==> config.mk <==
export PLATFORM = sky130hd
export DESIGN_NAME = dual_cmp_timer
export DESIGN_NICKNAME = d
export VERILOG_FILES = /design/src/rtl/dct_pkg.sv /design/src/rtl/dct_regs.sv /design/src/rtl/dct_counter.sv /design/src/rtl/dct_out.sv /design/src/rtl/dual_cmp_timer.sv
export SDC_FILE = /design/constraint.sdc
export NUM_CORES = 1
export LEC_CHECK = 0
export BUFFER_PORTS_ARGS = -buffer_cell sky130_fd_sc_hd__buf_2
export CORE_ASPECT_RATIO = 0.5
export CORE_UTILIZATION = 30
export CTS_CLUSTER_DIAMETER = 120
export CTS_CLUSTER_SIZE = 25
export DETAILED_ROUTE_END_ITERATION = 10
export HOLD_SLACK_MARGIN = 0.15
export PLACE_DENSITY_LB_ADDON = 0.1
export REMOVE_ABC_BUFFERS = 1
export SYNTH_ARGS = -nofsm -noshare
export SYNTH_HDL_FRONTEND = slang
export SYNTH_SLANG_ARGS = --single-unit
==> constraint.sdc <==
create_clock -name clk_i -period 2.87 [get_ports clk_i]
set_input_delay 0.287 -clock clk_i [delete_from_list [all_inputs] [get_ports clk_i]]
set_output_delay 0.287 -clock clk_i [all_outputs]
set_load 0.005 [all_outputs]
==> src/rtl/dct_pkg.sv <==
package dct_pkg;
  localparam int unsigned ADDR_W = 3;
  localparam int unsigned DW     = 8;

  typedef enum logic [1:0] {
    MD_CMP  = 2'b00,
    MD_PWM  = 2'b01,
    MD_TMR  = 2'b10,
    MD_TMR2 = 2'b11
  } mode_e;

  typedef enum logic [1:0] {
    OC_NONE = 2'b00,
    OC_LOW  = 2'b01,
    OC_HIGH = 2'b10,
    OC_TOG  = 2'b11
  } oc_e;

  localparam logic [ADDR_W-1:0] A_CTRL0  = 3'd0;
  localparam logic [ADDR_W-1:0] A_CTRL1  = 3'd1;
  localparam logic [ADDR_W-1:0] A_CNT_LO = 3'd2;
  localparam logic [ADDR_W-1:0] A_CNT_HI = 3'd3;
  localparam logic [ADDR_W-1:0] A_CMP_LO = 3'd4;
  localparam logic [ADDR_W-1:0] A_CMP_HI = 3'd5;
  localparam logic [ADDR_W-1:0] A_FLAG   = 3'd6;
endpackage

==> src/rtl/dct_regs.sv <==
module dct_regs
  import dct_pkg::*;
#(
  parameter int unsigned CNT_W = 10,
  parameter int unsigned PRD_W = 3
) (
  input  logic              clk_i,
  input  logic              rst_ni,
  input  logic [ADDR_W-1:0] addr_i,
  input  logic              wr_en_i,
  input  logic              rd_en_i,
  input  logic [DW-1:0]     wdata_i,
  output logic [DW-1:0]     rdata_o,
  input  logic [CNT_W-1:0]  cnt_i,
  input  logic              set_a_i,
  input  logic              set_p_i,
  output logic              run_o,
  output logic              run_d_o,
  output logic [PRD_W-1:0]  prd_o,
  output mode_e             mode_o,
  output oc_e               oc_o,
  output logic              csel_o,
  output logic [CNT_W-1:0]  cmpa_o,
  output logic              flag_a_o,
  output logic              flag_p_o
);
  localparam int unsigned HI_W  = CNT_W - DW;
  localparam int unsigned PAD_H = DW - HI_W;
  localparam int unsigned PAD_C = DW - 1 - PRD_W;

  logic              run_q, csel_q, flag_a_q, flag_p_q;
  logic [PRD_W-1:0]  prd_q;
  mode_e             mode_q;
  oc_e               oc_q;
  logic [DW-1:0]     cmp_buf_q;
  logic [CNT_W-1:0]  cmpa_q;
  logic [HI_W-1:0]   shadow_q;

  logic wr_c0, wr_c1, wr_clo, wr_chi, wr_fl, rd_lo;
  assign wr_c0  = wr_en_i && (addr_i == A_CTRL0);
  assign wr_c1  = wr_en_i && (addr_i == A_CTRL1);
  assign wr_clo = wr_en_i && (addr_i == A_CMP_LO);
  assign wr_chi = wr_en_i && (addr_i == A_CMP_HI);
  assign wr_fl  = wr_en_i && (addr_i == A_FLAG);
  assign rd_lo  = rd_en_i && (addr_i == A_CNT_LO);

  always_ff @(posedge clk_i or negedge rst_ni) begin
    if (!rst_ni) begin
      run_q     <= 1'b0;
      prd_q     <= '0;
      mode_q    <= MD_CMP;
      oc_q      <= OC_NONE;
      csel_q    <= 1'b0;
      cmp_buf_q <= '0;
      cmpa_q    <= '0;
      shadow_q  <= '0;
      flag_a_q  <= 1'b0;
      flag_p_q  <= 1'b0;
    end else begin
      if (wr_c0) begin
        run_q <= wdata_i[0];
        prd_q <= wdata_i[PRD_W:1];
      end
      if (wr_c1) begin
        mode_q <= mode_e'(wdata_i[1:0]);
        oc_q   <= oc_e'(wdata_i[3:2]);
        csel_q <= wdata_i[4];
      end
      if (wr_clo) cmp_buf_q <= wdata_i;
      // full compare value moves only on high-byte write
      if (wr_chi) cmpa_q <= {wdata_i[HI_W-1:0], cmp_buf_q};
      if (rd_lo)  shadow_q <= cnt_i[CNT_W-1:DW];
      // set wins over write-1-to-clear
      if (set_a_i)                 flag_a_q <= 1'b1;
      else if (wr_fl && wdata_i[0]) flag_a_q <= 1'b0;
      if (set_p_i)                 flag_p_q <= 1'b1;
      else if (wr_fl && wdata_i[1]) flag_p_q <= 1'b0;
    end
  end

  always_comb begin
    rdata_o = '0;
    case (addr_i)
      A_CTRL0:  rdata_o = {{PAD_C{1'b0}}, prd_q, run_q};
      A_CTRL1:  rdata_o = {3'b000, csel_q, oc_q, mode_q};
      A_CNT_LO: rdata_o = cnt_i[DW-1:0];
      A_CNT_HI: rdata_o = {{PAD_H{1'b0}}, shadow_q};
      A_CMP_LO: rdata_o = cmpa_q[DW-1:0];
      A_CMP_HI: rdata_o = {{PAD_H{1'b0}}, cmpa_q[CNT_W-1:DW]};
      A_FLAG:   rdata_o = {{(DW-2){1'b0}}, flag_p_q, flag_a_q};
      default:  rdata_o = '0;
    endcase
  end

  assign run_o    = run_q;
  assign run_d_o  = wr_c0 ? wdata_i[0] : run_q;
  assign prd_o    = prd_q;
  assign mode_o   = mode_q;
  assign oc_o     = oc_q;
  assign csel_o   = csel_q;
  assign cmpa_o   = cmpa_q;
  assign flag_a_o = flag_a_q;
  assign flag_p_o = flag_p_q;

  a_r5_flag_a_set: assert property (@(posedge clk_i) disable iff (!rst_ni)
    set_a_i |=> flag_a_q);
  a_r5_flag_a_sticky: assert property (@(posedge clk_i) disable iff (!rst_ni)
    (flag_a_q && !(wr_en_i && addr_i == A_FLAG && wdata_i[0])) |=> flag_a_q);
  a_r5_flag_p_sticky: assert property (@(posedge clk_i) disable iff (!rst_ni)
    (flag_p_q && !(wr_en_i && addr_i == A_FLAG && wdata_i[1])) |=> flag_p_q);
  a_r6_cmp_hold: assert property (@(posedge clk_i) disable iff (!rst_ni)
    !(wr_en_i && addr_i == A_CMP_HI) |=> $stable(cmpa_q));
  a_r7_shadow_hold: assert property (@(posedge clk_i) disable iff (!rst_ni)
    !(rd_en_i && addr_i == A_CNT_LO) |=> $stable(shadow_q));
endmodule

==> src/rtl/dct_counter.sv <==
module dct_counter #(
  parameter int unsigned CNT_W = 10,
  parameter int unsigned PRD_W = 3
) (
  input  logic             clk_i,
  input  logic             rst_ni,
  input  logic             run_i,
  input  logic             csel_i,
  input  logic [PRD_W-1:0] prd_i,
  input  logic [CNT_W-1:0] cmpa_i,
  output logic [CNT_W-1:0] cnt_o,
  output logic [CNT_W-1:0] cnt_d_o,
  output logic             hit_a_o,
  output logic             hit_p_o
);
  localparam int unsigned LO_W = CNT_W - PRD_W;
  localparam logic [PRD_W-1:0] PRD_ONE = 1;
  localparam logic [CNT_W-1:0] CNT_ONE = 1;

  logic [CNT_W-1:0] cnt_q, cnt_d;
  logic [PRD_W-1:0] prd_last;
  logic             hit_a, hit_p, clr;

  // last count of a period: top bits equal period-1 (wraps to all ones for 0)
  assign prd_last = prd_i - PRD_ONE;
  assign hit_a = run_i && (cnt_q == cmpa_i);
  assign hit_p = run_i && (cnt_q[CNT_W-1:LO_W] == prd_last) && (&cnt_q[LO_W-1:0]);
  assign clr   = csel_i ? hit_a : hit_p;

  always_comb begin
    if (!run_i)   cnt_d = '0;
    else if (clr) cnt_d = '0;
    else          cnt_d = cnt_q + CNT_ONE;
  end

  always_ff @(posedge clk_i or negedge rst_ni) begin
    if (!rst_ni) cnt_q <= '0;
    else         cnt_q <= cnt_d;
  end

  assign cnt_o   = cnt_q;
  assign cnt_d_o = cnt_d;
  assign hit_a_o = hit_a;
  assign hit_p_o = hit_p;

  a_r2_stop_zero: assert property (@(posedge clk_i) disable iff (!rst_ni)
    !run_i |=> (cnt_q == '0));
  a_r2_step: assert property (@(posedge clk_i) disable iff (!rst_ni)
    (run_i && !hit_a && !hit_p) |=> (cnt_q == $past(cnt_q) + CNT_ONE));
  a_r3_period_clear: assert property (@(posedge clk_i) disable iff (!rst_ni)
    (run_i && !csel_i && cnt_q == CNT_W'({prd_i, {LO_W{1'b0}}} - CNT_ONE)) |=> (cnt_q == '0));
  a_r4_cmp_clear: assert property (@(posedge clk_i) disable iff (!rst_ni)
    (run_i && csel_i && cnt_q == cmpa_i) |=> (cnt_q == '0));
  a_r4_no_p_clear: assert property (@(posedge clk_i) disable iff (!rst_ni)
    (run_i && csel_i && cnt_q != cmpa_i && !(&cnt_q)) |=> (cnt_q != '0));
endmodule

==> src/rtl/dct_out.sv <==
module dct_out
  import dct_pkg::*;
#(
  parameter int unsigned CNT_W = 10
) (
  input  logic             clk_i,
  input  logic             rst_ni,
  input  mode_e            mode_i,
  input  oc_e              oc_i,
  input  logic             run_i,
  input  logic             run_d_i,
  input  logic             hit_a_i,
  input  logic [CNT_W-1:0] cnt_i,
  input  logic [CNT_W-1:0] cnt_d_i,
  input  logic [CNT_W-1:0] cmpa_i,
  output logic             pin_o
);
  logic out_q;

  always_ff @(posedge clk_i or negedge rst_ni) begin
    if (!rst_ni) out_q <= 1'b0;
    else begin
      case (mode_i)
        MD_CMP: begin
          if (hit_a_i) begin
            case (oc_i)
              OC_LOW:  out_q <= 1'b0;
              OC_HIGH: out_q <= 1'b1;
              OC_TOG:  out_q <= ~out_q;
              default: out_q <= out_q;
            endcase
          end
        end
        // look ahead on count and run so the pin lines up with the count
        MD_PWM:  out_q <= run_d_i && (cnt_d_i < cmpa_i);
        default: out_q <= out_q;
      endcase
    end
  end

  assign pin_o = out_q;

  a_r8_toggle: assert property (@(posedge clk_i) disable iff (!rst_ni)
    (mode_i == MD_CMP && oc_i == OC_TOG && hit_a_i) |=> (out_q != $past(out_q)));
  a_r8_idle_hold: assert property (@(posedge clk_i) disable iff (!rst_ni)
    (mode_i == MD_CMP && !hit_a_i) |=> $stable(out_q));
  a_r9_pwm_level: assert property (@(posedge clk_i) disable iff (!rst_ni)
    (mode_i == MD_PWM && $past(mode_i) == MD_PWM && run_i && $past(run_i) && $stable(cmpa_i))
      |-> (out_q == (cnt_i < cmpa_i)));
  a_r10_timer_hold: assert property (@(posedge clk_i) disable iff (!rst_ni)
    mode_i[1] |=> $stable(out_q));
endmodule

==> src/rtl/dual_cmp_timer.sv <==
module dual_cmp_timer
  import dct_pkg::*;
#(
  parameter int unsigned CNT_W = 10,
  parameter int unsigned PRD_W = 3
) (
  input  logic              clk_i,
  input  logic              rst_ni,
  input  logic [ADDR_W-1:0] addr_i,
  input  logic              wr_en_i,
  input  logic              rd_en_i,
  input  logic [DW-1:0]     wdata_i,
  output logic [DW-1:0]     rdata_o,
  output logic              pin_o,
  output logic              flag_a_o,
  output logic              flag_p_o
);
  logic             run, run_d, csel, hit_a, hit_p;
  logic [PRD_W-1:0] prd;
  mode_e            mode;
  oc_e              oc;
  logic [CNT_W-1:0] cmpa, cnt, cnt_d;

  dct_regs #(.CNT_W(CNT_W), .PRD_W(PRD_W)) u_regs (
    .clk_i    (clk_i),
    .rst_ni   (rst_ni),
    .addr_i   (addr_i),
    .wr_en_i  (wr_en_i),
    .rd_en_i  (rd_en_i),
    .wdata_i  (wdata_i),
    .rdata_o  (rdata_o),
    .cnt_i    (cnt),
    .set_a_i  (hit_a),
    .set_p_i  (hit_p),
    .run_o    (run),
    .run_d_o  (run_d),
    .prd_o    (prd),
    .mode_o   (mode),
    .oc_o     (oc),
    .csel_o   (csel),
    .cmpa_o   (cmpa),
    .flag_a_o (flag_a_o),
    .flag_p_o (flag_p_o)
  );

  dct_counter #(.CNT_W(CNT_W), .PRD_W(PRD_W)) u_cnt (
    .clk_i   (clk_i),
    .rst_ni  (rst_ni),
    .run_i   (run),
    .csel_i  (csel),
    .prd_i   (prd),
    .cmpa_i  (cmpa),
    .cnt_o   (cnt),
    .cnt_d_o (cnt_d),
    .hit_a_o (hit_a),
    .hit_p_o (hit_p)
  );

  dct_out #(.CNT_W(CNT_W)) u_out (
    .clk_i   (clk_i),
    .rst_ni  (rst_ni),
    .mode_i  (mode),
    .oc_i    (oc),
    .run_i   (run),
    .run_d_i (run_d),
    .hit_a_i (hit_a),
    .cnt_i   (cnt),
    .cnt_d_i (cnt_d),
    .cmpa_i  (cmpa),
    .pin_o   (pin_o)
  );
endmodule

==> results.sh <==
export IMPL_cp_end_kind="flip-flop"
export IMPL_finish_cell_count_without_fillers=396
export IMPL_final_antenna_net_count=0
export IMPL_synth_seq_cells=42
export IMPL_number_of_global_route_vias_before_repair=1944
export IMPL_global_route_usage_met3_pct=3.24
export IMPL_cp_start_kind="flip-flop"
export IMPL_die_area_um2=8520
export IMPL_synthDistinctLibCells=37
export IMPL_grt_setup_unrepaired="yes"
export IMPL_routedWlPerCell_um=17.4
export IMPL_total_leakage_power_nw=1.40
export IMPL_first_iter_violations=124
export IMPL_dp_cells=386
export IMPL_yosys_warnings=0
export IMPL_route_vias_total=1951
export IMPL_result_of_the_run="completed"
export IMPL_die_height_um=65.8
export IMPL_top_level_i_o_count=26
export IMPL_grt_use_total_pct=18.0
export IMPL_final_hold_violation_count=0
export IMPL_cts_inserted_buffers=5
export IMPL_buffer_levels_on_the_longest_clock_path=2
export IMPL_synthesis_instances=241
export IMPL_grt_most_used_layer="met1"
export IMPL_cp_data_required_time_ps=3030
export IMPL_postRouteWirelength_mm=6.88
export IMPL_timing_critical_path_arrival_ps=2940
export IMPL_portBuffers=25
export IMPL_postLayoutSetupSlackWorst_ps=89.1
export IMPL_final_weighted_congestion_in_routability_driven_placement=0.900
export IMPL_synthesis_area_per_instance_um2=10.1
export IMPL_met2_grt_util_pct=24.3
export IMPL_power_per_cell_area_nw_per_um2=702
export IMPL_cts_root_buf="sky130_fd_sc_hd__clkbuf_16"
export IMPL_share_of_the_cycle_needed_by_the_critical_path_after_routing_pct=96.9
export IMPL_maxCapViolCount=0
export IMPL_antenna_found_initial=0
export IMPL_crit_path_cell_trace="inv_2, ha_4, xor2_1, nand3_1, nor3_2, a221o_2, buf_12, nor2_4, ha_4, nand4_1, o21ai_0, a221oi_2, and2_4, a21oi_1, a31oi_1"
export IMPL_final_net_count=315
export IMPL_fp_row_count=22
export IMPL_largest_net_degree_at_the_start_of_global_routing=43
export IMPL_worst_path_most_repeated_cell="sky130_fd_sc_hd__ha_4"
export IMPL_viasPerCell=4.93
export IMPL_ctsHtreeMaxLevel=2
export IMPL_cell_area_after_layout_um2=3210
export IMPL_firstDrtPassIters=5
export IMPL_core_region_area_um2=7600
export IMPL_relSlewSlack_pct=34.4
export IMPL_path_max_fanout=8
export IMPL_floorplan_initialDensity_pct=32.1
export IMPL_cts_tree="yes"
export IMPL_drc_errors_left=0
export IMPL_placement_cell_area_um2=2820
export IMPL_fraction_of_final_layout_cells_with_drive_strength_greater_than_1_pct=37.8
export IMPL_worst_setup_path_type="reg -> reg"
export IMPL_cts_num_sinks=42
export IMPL_crit_path_top_delay_cell="sky130_fd_sc_hd__dfrtp_1"
export IMPL_horizontal_die_dimension_um=130
export IMPL_worst_pin_slew_ps=984
export IMPL_insertedDiodeCount=0
export IMPL_fmax_mhz=360
export IMPL_worstSkewPairLatency_ps=280
export IMPL_grt_met1_usage_pct=28.4
export IMPL_holdWs_ps=163
export IMPL_global_route_wire_length_before_repair_mm=11.0
export IMPL_synth_cell_area_um2=2440
export IMPL_irDropWorstVdd_mv=0.331
export IMPL_totalNegativeSetupSlack_ps=0
export IMPL_post_dp_hpwl_mm=5.24
export IMPL_sequential_fraction_of_the_synthesis_area_pct=43.1
export IMPL_fin_crit_ps=2780
export IMPL_worst_setup_hold_path_clk_slew_ps=60
export IMPL_timing_clock_skew_ps=2.41
export IMPL_hold_path_class="in -> async"
export IMPL_syn_to_final_growth_pct=31.3
export IMPL_grt_overflow_total=0
export IMPL_post_place_ws_ps=-24.9
export IMPL_maxSlewViolCount=0
export IMPL_setup_violations=0
export IMPL_cp_slowest_stage_delay_ps=370
## where the power goes
part / internal, mW / total, mW / switching, mW
sequential: 0.715 / 0.834 / 0.119
clock: 0.411 / 0.648 / 0.237
combinational: 0.390 / 0.767 / 0.377
## layout make-up
| type | count | area [um^2] |
|---|---|---|
| clock buffer | 6 | 129 |
| sequential | 42 | 1050 |
| multi-input combinational | 170 | 1460 |
| clock inverter | 2 | 37.5 |
| timing repair buffer | 49 | 325 |
| tap | 108 | 135 |
| fill | 762 | 4390 |
| inverter | 19 | 71.3 |
## synth_stat cells
cell	instances	area share, %
sky130_fd_sc_hd__a21o_1	3	0.92
sky130_fd_sc_hd__a21oi_1	9	1.8
sky130_fd_sc_hd__a221o_1	1	0.41
sky130_fd_sc_hd__a221oi_1	1	0.36
sky130_fd_sc_hd__a22o_1	1	0.36
sky130_fd_sc_hd__a22oi_1	4	1.2
sky130_fd_sc_hd__a311o_1	1	0.41
sky130_fd_sc_hd__a31oi_1	2	0.51
sky130_fd_sc_hd__a32oi_1	1	0.36
sky130_fd_sc_hd__and2_1	5	1.3
sky130_fd_sc_hd__and4_1	1	0.36
sky130_fd_sc_hd__buf_2	7	1.4
sky130_fd_sc_hd__clkbuf_1	3	0.46
sky130_fd_sc_hd__dfrtp_1	42	43
sky130_fd_sc_hd__ha_1	13	6.7
sky130_fd_sc_hd__inv_1	19	2.9
sky130_fd_sc_hd__mux2_2	24	11
sky130_fd_sc_hd__mux2i_1	5	2.1
sky130_fd_sc_hd__mux4_2	1	0.92
sky130_fd_sc_hd__nand2_1	12	1.8
sky130_fd_sc_hd__nand2b_1	3	0.77
sky130_fd_sc_hd__nand3_1	9	1.8
sky130_fd_sc_hd__nand4_1	4	1.0
sky130_fd_sc_hd__nor2_1	27	4.2
sky130_fd_sc_hd__nor2b_1	2	0.51
sky130_fd_sc_hd__nor3_1	3	0.61
sky130_fd_sc_hd__nor3_2	2	0.82
sky130_fd_sc_hd__nor3b_1	2	0.61
sky130_fd_sc_hd__o21ai_0	7	1.4
sky130_fd_sc_hd__o21ai_1	1	0.20
sky130_fd_sc_hd__o311ai_0	1	0.36
sky130_fd_sc_hd__o311ai_1	1	0.36
sky130_fd_sc_hd__o32ai_1	1	0.36
sky130_fd_sc_hd__or2_1	1	0.26
sky130_fd_sc_hd__xnor2_1	16	5.7
sky130_fd_sc_hd__xnor2_2	1	0.67
sky130_fd_sc_hd__xor2_1	5	1.8
## routing by layer
metal / share of wire (%) / wire length [um] / up-vias
li1: - / - / 922
met1: 54 / 3710 / 962
met2: 39 / 2700 / 61
met3: 6.1 / 418 / 6
met4: 0.86 / 59 / 0
met5: 0 / 0 / -
## metrics by stage
stage	total power, mW	util (%)
floorplan	1.19	-
global placement	1.51	37.1
detailed placement	1.51	37.1
CTS	2.16	39.4
global route	2.40	42.2
finish	2.25	42.2
## critical path: cells and delay by family (launching register included)
family / cells / cell delay [ps]
AOI/OAI and AO/OA: 5 / 710
xor gates and xnor gates: 1 / 160
adders and majority gates: 2 / 540
buffers and inverters: 2 / 220
DFF: 1 / 370
and+or+nand+nor: 5 / 660
## placed cells by master (no fill, tap or decap), types with 2 or more instances in the layout
cell type                   synthesis  routed
sky130_fd_sc_hd__nor2b_1            2       2
sky130_fd_sc_hd__nand4_1            4       4
sky130_fd_sc_hd__a21oi_1            9       8
sky130_fd_sc_hd__clkbuf_16          0       5
sky130_fd_sc_hd__nor3_2             2       3
sky130_fd_sc_hd__a22oi_1            4       4
sky130_fd_sc_hd__inv_2              0       2
sky130_fd_sc_hd__inv_1             19      17
sky130_fd_sc_hd__and2_1             5       4
sky130_fd_sc_hd__mux2i_1            5       5
sky130_fd_sc_hd__a31oi_1            2       2
sky130_fd_sc_hd__nor2_4             0       7
sky130_fd_sc_hd__nand3_1            9       9
sky130_fd_sc_hd__nor3b_1            2       2
sky130_fd_sc_hd__o21ai_0            7       7
sky130_fd_sc_hd__xor2_1             5       5
sky130_fd_sc_hd__nor2_1            27      19
sky130_fd_sc_hd__nand2_1           12      12
sky130_fd_sc_hd__nand2b_1           3       3
sky130_fd_sc_hd__ha_1              13       4
sky130_fd_sc_hd__a21o_1             3       3
sky130_fd_sc_hd__ha_4               0       8
sky130_fd_sc_hd__dfrtp_1           42      42
sky130_fd_sc_hd__nor3_1             3       2
sky130_fd_sc_hd__buf_4              0      22
sky130_fd_sc_hd__mux2_2            24      24
sky130_fd_sc_hd__buf_2              7      25
sky130_fd_sc_hd__xnor2_1           16      16
## logic make-up after synthesis
logic type,share of synthesized area [%]
multiplexers,14.0
adder cells (fa/ha/maj),6.66
XOR/XNOR,8.20
AO/OA/AOI/OAI,9.12
flip-flops,43.1
buffers and inverters,4.82
AND/OR/NAND/NOR,14.1
## repair_timing
action                     in CTS  in global routing
buffers inserted                0                  2
gates resized for setup         2                 32
pin swaps                       0                 14
setup endpoints to repair       1                  1
hold buffers                    0                  0
## worst paths after layout
kind	start	end	slack [ps]	cells after the start
min reg2reg	u_regs.cmp_buf_q[3]	u_regs.cmpa_o[3]	500	1
max reg2reg	u_regs.prd_o[0]	u_out.pin_o	90	15
min in group clk_i	wdata_i[5]	u_regs.cmp_buf_q[5]	230	2
max in group asynchronous	rst_ni	u_cnt.cnt_o[8]	2100	1
min	rst_ni	u_regs.cmp_buf_q[7]	160	1
max	u_regs.prd_o[0]	u_out.pin_o	90	15
## flip-flops by register name, summed over array words and instances (netlist names)
| signal | count |
|---|---|
| u_regs.mode_o | 2 |
| u_regs.flag_a_o | 1 |
| u_out.pin_o | 1 |
| u_regs.oc_o | 2 |
| u_regs.csel_o | 1 |
| u_regs.flag_p_o | 1 |
| u_regs.cmpa_o | 10 |
| u_regs.shadow_q | 2 |
| u_regs.cmp_buf_q | 8 |
| u_regs.prd_o | 3 |
| u_regs.run_o | 1 |
| u_cnt.cnt_o | 10 |
Note: power is estimated with default switching activity, not from simulation.
